--- src/rtl/pfd_pkg.sv ---
package pfd_pkg;

  // Three detector states; the encoding keeps one bit per pulse direction.
  typedef enum logic [1:0] {
    PFD_IDLE = 2'b00,
    PFD_DOWN = 2'b01,
    PFD_UP   = 2'b10
  } pfd_state_e;

  localparam int unsigned PFD_CH_REF = 0;
  localparam int unsigned PFD_CH_FB  = 1;
  localparam int unsigned PFD_NCH    = 2;

endpackage

--- src/rtl/pfd_edge_sync.sv ---
module pfd_edge_sync #(
  parameter int unsigned STAGES = 2
) (
  input  logic clk,
  input  logic rst_n,
  input  logic din,
  output logic rise
);

  // sh_q[STAGES-1] is the synchronized value, sh_q[STAGES] its one-cycle delay.
  logic [STAGES:0] sh_q;
  logic [STAGES:0] sh_d;

  always_comb begin
    sh_d = {sh_q[STAGES-1:0], din};
  end

  always_ff @(posedge clk or negedge rst_n) begin
    if (!rst_n) begin
      sh_q <= '0;
    end else begin
      sh_q <= sh_d;
    end
  end

  always_comb begin
    rise = sh_q[STAGES-1] & ~sh_q[STAGES];
  end

endmodule

--- src/rtl/pfd_fsm.sv ---
module pfd_fsm
  import pfd_pkg::*;
(
  input  logic clk,
  input  logic rst_n,
  input  logic ref_edge,
  input  logic fb_edge,
  output logic up,
  output logic dn
);

  pfd_state_e state_q;
  pfd_state_e state_d;
  logic       state_en;

  // The state advances only in cycles with a detected edge.
  always_comb begin
    state_en = ref_edge | fb_edge;
  end

  always_comb begin
    state_d = state_q;
    if (ref_edge && fb_edge) begin
      state_d = PFD_IDLE;
    end else begin
      unique case (state_q)
        PFD_IDLE: begin
          if (ref_edge)     state_d = PFD_UP;
          else if (fb_edge) state_d = PFD_DOWN;
        end
        PFD_UP: begin
          if (fb_edge) state_d = PFD_IDLE;
        end
        PFD_DOWN: begin
          if (ref_edge) state_d = PFD_IDLE;
        end
        default: state_d = PFD_IDLE;
      endcase
    end
  end

  always_ff @(posedge clk or negedge rst_n) begin
    if (!rst_n) begin
      state_q <= PFD_IDLE;
    end else if (state_en) begin
      state_q <= state_d;
    end
  end

  always_comb begin
    up = (state_q == PFD_UP);
    dn = (state_q == PFD_DOWN);
  end

endmodule

--- src/rtl/pfd_charge.sv ---
module pfd_charge #(
  parameter int unsigned MAG_W = 8,
  parameter int unsigned ACC_W = 24
) (
  input  logic                    clk,
  input  logic                    rst_n,
  input  logic                    up,
  input  logic                    dn,
  input  logic [MAG_W-1:0]        pump_mag,
  output logic signed [MAG_W:0]   pump_val,
  output logic signed [ACC_W-1:0] charge
);

  localparam int unsigned EXT_W = ACC_W + 1;
  localparam logic signed [ACC_W-1:0] ACC_MAX = {1'b0, {(ACC_W-1){1'b1}}};
  localparam logic signed [ACC_W-1:0] ACC_MIN = {1'b1, {(ACC_W-1){1'b0}}};

  logic signed [MAG_W:0]   mag_s;
  logic signed [EXT_W-1:0] pump_ext;
  logic signed [EXT_W-1:0] sum;
  logic signed [ACC_W-1:0] charge_d;
  logic signed [ACC_W-1:0] charge_q;

  always_comb begin
    mag_s = $signed({1'b0, pump_mag});
    if (up)      pump_val = mag_s;
    else if (dn) pump_val = -mag_s;
    else         pump_val = '0;
  end

  // One guard bit above the accumulator detects overflow in either direction.
  always_comb begin
    pump_ext = {{(EXT_W-MAG_W-1){pump_val[MAG_W]}}, pump_val};
    sum      = {charge_q[ACC_W-1], charge_q} + pump_ext;
    if (sum[EXT_W-1] != sum[EXT_W-2]) begin
      charge_d = sum[EXT_W-1] ? ACC_MIN : ACC_MAX;
    end else begin
      charge_d = sum[ACC_W-1:0];
    end
  end

  always_ff @(posedge clk or negedge rst_n) begin
    if (!rst_n) begin
      charge_q <= '0;
    end else begin
      charge_q <= charge_d;
    end
  end

  always_comb begin
    charge = charge_q;
  end

endmodule

--- src/rtl/pfd_lock_mon.sv ---
module pfd_lock_mon #(
  parameter int unsigned THR_W        = 6,
  parameter int unsigned LOCK_PERIODS = 16
) (
  input  logic             clk,
  input  logic             rst_n,
  input  logic             ref_edge,
  input  logic             up,
  input  logic             dn,
  input  logic [THR_W-1:0] lock_thr,
  output logic             locked
);

  localparam int unsigned CNT_W = $clog2(LOCK_PERIODS + 1);
  localparam logic [CNT_W-1:0] CNT_TOP = CNT_W'(LOCK_PERIODS);
  localparam logic [THR_W-1:0] WID_TOP = {THR_W{1'b1}};

  logic             pulse;
  logic             viol;
  logic [THR_W-1:0] wid_q;
  logic [THR_W-1:0] wid_d;
  logic             bad_q;
  logic             bad_d;
  logic [CNT_W-1:0] good_q;
  logic [CNT_W-1:0] good_d;

  // wid_q counts earlier cycles of the current pulse, so the pulse exceeds
  // the threshold in the cycle where wid_q has already reached it.
  always_comb begin
    pulse = up | dn;
    viol  = pulse && (wid_q >= lock_thr);
    if (!pulse)                wid_d = '0;
    else if (wid_q == WID_TOP) wid_d = WID_TOP;
    else                       wid_d = wid_q + 1'b1;
  end

  always_comb begin
    bad_d  = bad_q | viol;
    good_d = good_q;
    if (ref_edge) begin
      bad_d = 1'b0;
      if (bad_q || viol)         good_d = '0;
      else if (good_q != CNT_TOP) good_d = good_q + 1'b1;
    end else if (viol) begin
      good_d = '0;
    end
  end

  always_ff @(posedge clk or negedge rst_n) begin
    if (!rst_n) begin
      wid_q  <= '0;
      bad_q  <= 1'b0;
      good_q <= '0;
    end else begin
      wid_q  <= wid_d;
      bad_q  <= bad_d;
      good_q <= good_d;
    end
  end

  always_comb begin
    locked = (good_q == CNT_TOP);
  end

endmodule

--- src/rtl/pfd_pump_top.sv ---
module pfd_pump_top
  import pfd_pkg::*;
#(
  parameter int unsigned MAG_W        = 8,
  parameter int unsigned ACC_W        = 24,
  parameter int unsigned THR_W        = 6,
  parameter int unsigned LOCK_PERIODS = 16,
  parameter int unsigned SYNC_STAGES  = 2
) (
  input  logic                    clk,
  input  logic                    rst_n,
  input  logic                    ref_in,
  input  logic                    fb_in,
  input  logic [MAG_W-1:0]        pump_mag,
  input  logic [THR_W-1:0]        lock_thr,
  output logic                    up,
  output logic                    dn,
  output logic signed [MAG_W:0]   pump_val,
  output logic signed [ACC_W-1:0] charge,
  output logic                    locked
);

  logic [PFD_NCH-1:0] raw_in;
  logic [PFD_NCH-1:0] edge_v;
  logic               ref_edge;
  logic               fb_edge;

  always_comb begin
    raw_in[PFD_CH_REF] = ref_in;
    raw_in[PFD_CH_FB]  = fb_in;
  end

  for (genvar g = 0; g < PFD_NCH; g++) begin : g_chan
    pfd_edge_sync #(
      .STAGES (SYNC_STAGES)
    ) u_sync (
      .clk   (clk),
      .rst_n (rst_n),
      .din   (raw_in[g]),
      .rise  (edge_v[g])
    );
  end

  always_comb begin
    ref_edge = edge_v[PFD_CH_REF];
    fb_edge  = edge_v[PFD_CH_FB];
  end

  pfd_fsm u_fsm (
    .clk      (clk),
    .rst_n    (rst_n),
    .ref_edge (ref_edge),
    .fb_edge  (fb_edge),
    .up       (up),
    .dn       (dn)
  );

  pfd_charge #(
    .MAG_W (MAG_W),
    .ACC_W (ACC_W)
  ) u_charge (
    .clk      (clk),
    .rst_n    (rst_n),
    .up       (up),
    .dn       (dn),
    .pump_mag (pump_mag),
    .pump_val (pump_val),
    .charge   (charge)
  );

  pfd_lock_mon #(
    .THR_W        (THR_W),
    .LOCK_PERIODS (LOCK_PERIODS)
  ) u_lock (
    .clk      (clk),
    .rst_n    (rst_n),
    .ref_edge (ref_edge),
    .up       (up),
    .dn       (dn),
    .lock_thr (lock_thr),
    .locked   (locked)
  );

endmodule

--- config.mk ---
export PLATFORM = sky130hd
export DESIGN_NAME = pfd_pump_top
export DESIGN_NICKNAME = d
export VERILOG_FILES = /design/src/rtl/pfd_pkg.sv /design/src/rtl/pfd_edge_sync.sv /design/src/rtl/pfd_fsm.sv /design/src/rtl/pfd_charge.sv /design/src/rtl/pfd_lock_mon.sv /design/src/rtl/pfd_pump_top.sv
export SDC_FILE = /design/constraint.sdc
export NUM_CORES = 1
export LEC_CHECK = 0
export BUFFER_PORTS_ARGS = -buffer_cell sky130_fd_sc_hd__clkbuf_2
export CAP_MARGIN = 20
export CELL_PAD_IN_SITES_DETAIL_PLACEMENT = 2
export CELL_PAD_IN_SITES_GLOBAL_PLACEMENT = 2
export CORE_ASPECT_RATIO = 0.8
export CORE_MARGIN = 5
export CORE_UTILIZATION = 34
export CTS_CLUSTER_SIZE = 24
export DETAILED_ROUTE_END_ITERATION = 12
export MAX_ROUTING_LAYER = met4
export PLACE_DENSITY = 0.82
export SYNTH_ARGS = -nofsm -noshare
export SYNTH_HDL_FRONTEND = slang
export SYNTH_SLANG_ARGS = --single-unit
--- constraint.sdc ---
create_clock -name clk -period 3.8 [get_ports clk]
set_input_delay 0.19 -clock clk [delete_from_list [all_inputs] [get_ports clk]]
set_output_delay 0.19 -clock clk [all_outputs]
set_load 0.02 [all_outputs]
==> run_results.csv, run 1 <==
group,metric,value,unit
outcome,outcome,"finished, violations left",
outcome,violations,"negative hold slack",
routing,drt-met1-wl,5.04,mm
global_routing,grt_pass1_wl,17.7,mm
critical_path,path_common_cell,"buf_4",
floorplan,die_w,117,um
routing,met2_length,5.69,mm
synth,ys_seq_area_frac,0.355,
clock_network,cts_sinks,44,
critical_path,critPathSlowestCell,"dfrtp_1",
clock_network,tritoncts,"built",
timing,period_minus_slack,3.67,ns
run,maxCapViolations,0,
global_routing,track_usage,0.209,
timing,fin_crit_sh,0.965,
routing,top_layer,"met4",
timing,setup-tns-final,0,ns
floorplan,rows,31,
synth,synthCells,345,
layout,layout-drive-gt1-share,0.299,
critical_path,r2r_end,"u_charge.charge[3]",
place,place_hpwl,8.01,mm
critical_path,cp-start-kind,"register",
routing,vias,3013,
synth,async_flop_share,1.00,
critical_path,cpPeakStageDelay,0.38,ns
global_routing,grt_pass1_vias,3254,
critical_path,worstPathArrival,3.85,ns
synth,ys.flop_type,"dfrtp_1",
critical_path,criticalPathCategory,"reg -> reg",
layout,layout_common_cells,"clkbuf_2 (53), dfrtp_1 (44), nand2_1 (26)",
routing,wl_per_cell,21.4,um
timing,setup_viol,0,
synth,ys_ff_latch,44,
power_and_ir_drop,power.leakage,1.80,nW
timing,hold_ws,-0.0128,ns
global_routing,antenna_found_initial,0,
layout,utilization,0.439,
timing,max_freq,273,MHz
layout,syn2layout_area_growth,27.3,%
timing,skew,0.00547,ns
layout,filler_cell_count,1010,
timing,relSlewSlack,0.611,
synth,post_synth.cell_area_avg,8.99,um^2
floorplan,die_h,95.4,um
routing,firstDrtPassIters,4,
floorplan,start_util,0.345,
critical_path,crit_chain,"buf_4 -> ha_4 -> buf_4 -> a21o_1 -> nand2_1 -> o31ai_4 -> ha_1 -> buf_4 -> a21o_1 -> nand2b_1 -> a31o_4 -> nor2_1 -> buf_4 -> a2111o_1 -> nand2_4 -> nor2_2 -> buf_12 -> o31ai_1",
routing,drtIter0Drc,127,
critical_path,crit_path_end_kind,"register",
floorplan,dieArea,0.0111,mm^2
clock_network,clock-root-buffer,"clkbuf_16",
synth,synth.cell_area,0.00310,mm^2
routing,drt-total-wl,11.4,mm
clock_network,cts_buffers,5,
power_and_ir_drop,power,3.68,mW
synth,synth_warnings,0,
layout,final_cell_count_no_fill,530,
floorplan,core_area,0.00900,mm^2
critical_path,r2r_start,"u_fsm.state_q[0]",
routing,vias_per_cell,5.68,
clock_network,clk_pin_slew,0.06,ns
power_and_ir_drop,ir_drop,0.283,mV
routing,antenna_left,0,
place,port-buffer-count,53,
synth,ys_types,58,
timing,slew_violations,0,
place,dp.cells,518,
layout,fin_nets,455,
clock_network,insertion_delay,0.28,ns
timing,hold_viol_final,15,
floorplan,num_io_pins,54,
critical_path,worstPathRequired,3.98,ns
routing,wl_met3,457,um
place,gp_congestion,0.902,
critical_path,critPathLaunch,"u_fsm.state_q[0]",
global_routing,grt_max_degree,45,
timing,worstMarginPinSlew,0.584,ns
critical_path,path_max_fanout,17,
layout,insertedDiodeCount,0,
global_routing,overflow,0,
power_and_ir_drop,p_per_area,932,mW/mm^2
synth,synth-edff-count,0,
hold_path,hold_class,"in -> async",
clock_network,cts_max_level,2,
critical_path,rr_worst_depth,18,
synth,syn-num-nets,385,
routing,route.detailed.drc,0,
layout,layout_commonest_cell,"clkbuf_2",
critical_path,regToRegSetupSlack,0.13,ns
clock_network,cts.path.max_buffers,2,
flip-flops by register name, indices dropped and copies added (netlist names):
register,cells
g_chan.u_sync.sh_q,6
u_charge.charge,24
u_fsm.state_q,2
u_lock.bad_q,1
u_lock.good_q,5
u_lock.wid_q,6
where the power goes:
| part | switching [mW] | internal, mW | leakage [nW] | total, mW |
|---|---|---|---|---|
| clock | 0.186 | 0.239 | 0.0657 | 0.425 |
| combinational | 1.35 | 0.916 | 1.20 | 2.26 |
| sequential | 0.334 | 0.660 | 0.535 | 0.994 |
| total | 1.87 | 1.81 | 1.80 | 3.68 |
Yosys cell counts (2+ instances only):
cell       n  area, um^2
dfrtp_1   44        1100
nand2_1   26        97.6
a21oi_1   21         105
ha_1      21         263
inv_1     21        78.8
o21ai_0   20         100
nor2_1    18        67.6
xnor2_1   13         114
clkbuf_1  12        45.0
a21o_1    11        82.6
nand3_1   10        50.1
nor3_1    10        50.1
xor2_1    10        87.6
nand2b_1   9        56.3
nand4_1    8        50.1
o31ai_1    8        60.1
and3_1     6        37.5
maj3_1     6        60.1
or3_1      6        37.5
nor4_1     5        31.3
a21boi_0   4        30.0
nor2b_1    4        25.0
a211oi_1   3        22.5
a31oi_1    3        18.8
o41ai_1    3        26.3
or4_1      3        22.5
buf_6      2        22.5
mux2i_1    2        20.0
nor3b_1    2        15.0
o211a_1    2        20.0
o211ai_1   2        15.0
o21ai_2    2        17.5
o22ai_1    2        12.5
o32ai_1    2        17.5
cell type report:
type                    instances  area, um^2  share of cell area
clock buffers                   5         125              0.0317
clock inverters                 2        12.5             0.00317
inverters                      22        85.1              0.0215
multi-input cells             264        2020               0.511
flip-flops and latches         44        1100               0.279
well taps                     115         144              0.0364
repair buffers                 78         465               0.118
timing repair:
action | CTS | global route
setup endpoints to repair | 21 | 24
pin swaps | 2 | 3
resized for setup | 7 | 23
setup buffers | 2 | 3
hold buffers | 0 | 0
layer usage:
metal / vias up / global-route usage
li1: 1395 / -
met1: 1528 / 0.265
met2: 77 / 0.353
met3: 13 / 0.0343
met4: 0 / 0.0468
met5: - / -
how the worst max path moves through the flow:
stage / end
final: u_charge.charge[3]
after global routing: u_charge.charge[3]
after CTS: u_charge.charge[9]
after detailed placement: u_charge.charge[3]
after global placement: u_charge.charge[16]
after floorplan: u_charge.charge[19]
cells by family (layout without fill, tap and decap cells):
family / count (synthesis) / count (layout) / share of synthesized area
AOI/OAI and AO/OA: 95 / 95 / 0.209
adders and majority gates: 28 / 28 / 0.110
muxes: 2 / 2 / 0.00645
xor gates and xnor gates: 23 / 23 / 0.0649
DFF: 44 / 44 / 0.355
buffers and inverters: 37 / 107 / 0.0508
and+or+nand+nor: 116 / 116 / 0.203
critical path, delay by kind of cell (launching register included):
kind / cells / cell delay [ns]
AO/OA/AOI/OAI: 6 / 1.27
AND/OR/NAND/NOR: 5 / 0.61
adder cells (fa/ha/maj): 2 / 0.50
buffers and inverters: 5 / 0.80
flip-flops: 1 / 0.38
metrics by stage:
stage	hold slack [ns]	setup WS, ns	area (um^2)
after floorplan	-0.106	0.00236	3150
after global placement	0.300	0.0834	3650
after detailed placement	0.303	-0.0724	3650
after CTS	0.00455	0.0369	3830
after global routing	0.00186	-0.0515	3950
final	-0.0128	0.132	3950
(Power assumes the default switching activity.)
==> run 2: changes to the inputs <==
CORE_UTILIZATION = 35   (was 34)
SYNTH_HIERARCHICAL = 1   (was default)
==> run 2 against run 1 <==
The flow still finishes with violations (negative hold slack). Utilization increased by 0.69 points. Highest routed layer unchanged. Cell area up 15%. Via count is 22% higher. Setup slack worse by 0.13 ns. Critical path depth down 4. Sequential cell count did not move. Global-route usage increased by 1.7 points. Final cell count increased by 20%.
==> run_results.csv, run 2 <==
group,metric,value,unit
outcome,outcome,"finished, violations left",
outcome,violations,"negative hold slack",
power_and_ir_drop,p_per_area,1010,mW/mm^2
global_routing,track_usage,0.226,
clock_network,clk_pin_slew,0.07,ns
floorplan,die_h,101,um
synth,ys_seq_area_frac,0.304,
synth,synth_most_common_cell,"dfrtp_1",
timing,relSlewSlack,0.584,
critical_path,crit_cells,14,
routing,drtIter0Drc,173,
place,placed_area,0.00423,mm^2
critical_path,worstPathArrival,3.99,ns
layout,fin_area,0.00455,mm^2
synth,synth.cell_area,0.00363,mm^2
floorplan,core_area,0.0102,mm^2
critical_path,rr_worst_depth,14,
global_routing,grt_use_met2,0.364,
place,place_hpwl,10.0,mm
clock_network,cts_buffers,5,
run,maxCapViolations,0,
global_routing,use_met1,0.301,
global_routing,antenna_found_initial,0,
synth,synth_warnings,6,
place,dp.cells,617,
timing,setup-tns-final,0,ns
critical_path,worstPathRequired,3.99,ns
layout,layout-drive-gt1-share,0.285,
synth,synth_top_area_frac,0.304,
layout,final_cell_count_no_fill,635,
place,gp_congestion,0.888,
routing,route.detailed.drc,0,
critical_path,critPathTopFamily,"compound AO/OA/AOI/OAI gates",
floorplan,dieArea,0.0125,mm^2
routing,vias_per_cell,5.79,
synth,synthCells,414,
timing,setup_slack,0.00496,ns
synth,ys.flop_type,"dfrtp_1",
layout,filler_cell_count,1121,
layout,layout_commonest_cell,"clkbuf_2",
layout,fin_nets,547,
routing,drt-total-wl,14.4,mm
routing,antenna_left,0,
synth,synth-edff-count,0,
clock_network,insertion_delay,0.30,ns
synth,synth_common_cells,"dfrtp_1 (44), a21oi_1 (42), nand2_1 (36)",
critical_path,crit_path_end_kind,"register",
global_routing,grt.busiest_layer,"met2",
clock_network,cts_sinks,44,
synth,syn-num-nets,467,
layout,insertedDiodeCount,0,
routing,vias,3674,
critical_path,path_max_fanout,12,
clock_network,clock-root-buffer,"clkbuf_16",
timing,skew,0.00760,ns
synth,async_flop_share,1.00,
power_and_ir_drop,power.leakage,2.12,nW
synth,ys_types,65,
critical_path,critPathSlowestCell,"a221o_2",
place,pre_cts_ws,-0.0759,ns
timing,fin_crit_sh,0.999,
timing,max_freq,264,MHz
hold_path,hold_class,"in -> async",
power_and_ir_drop,ir_drop,0.323,mV
global_routing,grt_max_degree,45,
global_routing,overflow,0,
synth,yosys.area.top_type,"dfrtp_1",
floorplan,rows,33,
critical_path,regToRegSetupSlack,0.005,ns
layout,syn2layout_area_growth,25.4,%
synth,ys_ff_latch,44,
critical_path,cpPeakStageDelay,0.49,ns
clock_network,cts_max_level,2,
clock_network,cts.path.max_buffers,2,
floorplan,num_io_pins,54,
timing,slew_violations,0,
timing,hold_viol_final,5,
synth,post_synth.cell_area_avg,8.76,um^2
critical_path,criticalPathCategory,"reg -> reg",
global_routing,met3_usage,0.0292,
critical_path,cp-start-kind,"register",
critical_path,crit_chain,"nor2b_4 -> buf_4 -> a21o_1 -> nand2_1 -> o31ai_2 -> ha_1 -> a211oi_4 -> o31ai_4 -> o31ai_4 -> o311ai_4 -> a221o_2 -> nand2_2 -> a211oi_1 -> a31oi_1",
layout,layout_common_cells,"clkbuf_2 (53), dfrtp_1 (44), a21oi_1 (39)",
timing,setup_viol,0,
floorplan,start_util,0.356,
layout,utilization,0.446,
layout,regArea,0.00110,mm^2
routing,wl_per_cell,22.6,um
layout,multi_input_area,0.00249,mm^2
critical_path,critPathBufInv,1,
place,port-buffer-count,53,
timing,worstMarginPinSlew,0.624,ns
layout,largest_reg_flops,24,
critical_path,path_common_cell,"o31ai_4",
global_routing,grt_pass1_vias,3940,
timing,hold_ws,-0.00834,ns
timing,period_minus_slack,3.80,ns
routing,firstDrtPassIters,4,
clock_network,tritoncts,"built",
floorplan,die_w,124,um
power_and_ir_drop,power,4.58,mW
synth,synthTopCellsByArea,"dfrtp_1 (30%), ha_1 (12%), a21oi_1 (5.8%)",
global_routing,grt_pass1_wl,21.3,mm
## run 2: routing by layer
metal,vias to the layer above,share of wire
met5,-,0
met3,19,0.033
met1,1894,0.45
li1,1688,-
met4,0,0.015
met2,73,0.50
## run 2: worst register-to-register path, stage by stage (launching register included)
cell      delay (ns)
dfrtp_1         0.45
nor2b_4         0.29
buf_4           0.22
a21o_1          0.10
nand2_1         0.07
o31ai_2         0.09
ha_1            0.38
a211oi_4        0.33
o31ai_4         0.14
o31ai_4         0.32
o311ai_4        0.20
a221o_2         0.49
nand2_2         0.26
a211oi_1        0.12
a31oi_1         0.23
## run 2: cell type report
cell class,instances,share of cell area
Clock buffer,5,0.0275
Sequential cell,44,0.242
Clock inverter,3,0.0102
Timing Repair Buffer,90,0.123
Multi-Input combinational cell,340,0.548
Inverter,13,0.0107
Tap cell,140,0.0385
## run 2: kinds of logic after synthesis
kind of cell / count (synthesis) / share of synthesized area
simple gates: 127 / 0.173
buf+inv: 30 / 0.0342
mux: 2 / 0.00932
compound gates: 153 / 0.301
flops: 44 / 0.304
fa+ha+maj: 35 / 0.123
xor+xnor: 23 / 0.0556
## run 2: where the power goes
part | total, mW | internal (mW) | switching [mW]
Combinational | 3.23 | 1.22 | 2.01
Sequential | 0.821 | 0.662 | 0.159
Clock | 0.521 | 0.313 | 0.208
Total | 4.58 | 2.20 | 2.38
## run 2: final timing paths
| kind | start | end |
|---|---|---|
| hold / removal | rst_n | u_lock/wid_q[1] |
| min in group clk | fb_in | g_chan[1].u_sync/sh_q[0] |
| setup / recovery | u_fsm/state_q[1] | u_charge/charge[6] |
| max in group asynchronous | rst_n | u_charge/charge[17] |
| setup reg to reg | u_fsm/state_q[1] | u_charge/charge[6] |
| hold reg to reg | g_chan[0].u_sync/sh_q[0] | g_chan[0].u_sync/sh_q[1] |
## run 2: timing repair
action,in CTS,in global routing
pin swaps,0,8
resized for setup,3,14
setup endpoints to repair,18,23
endpoints found under the hold margin,1,0
hold buffers,1,0
buffers inserted,0,9
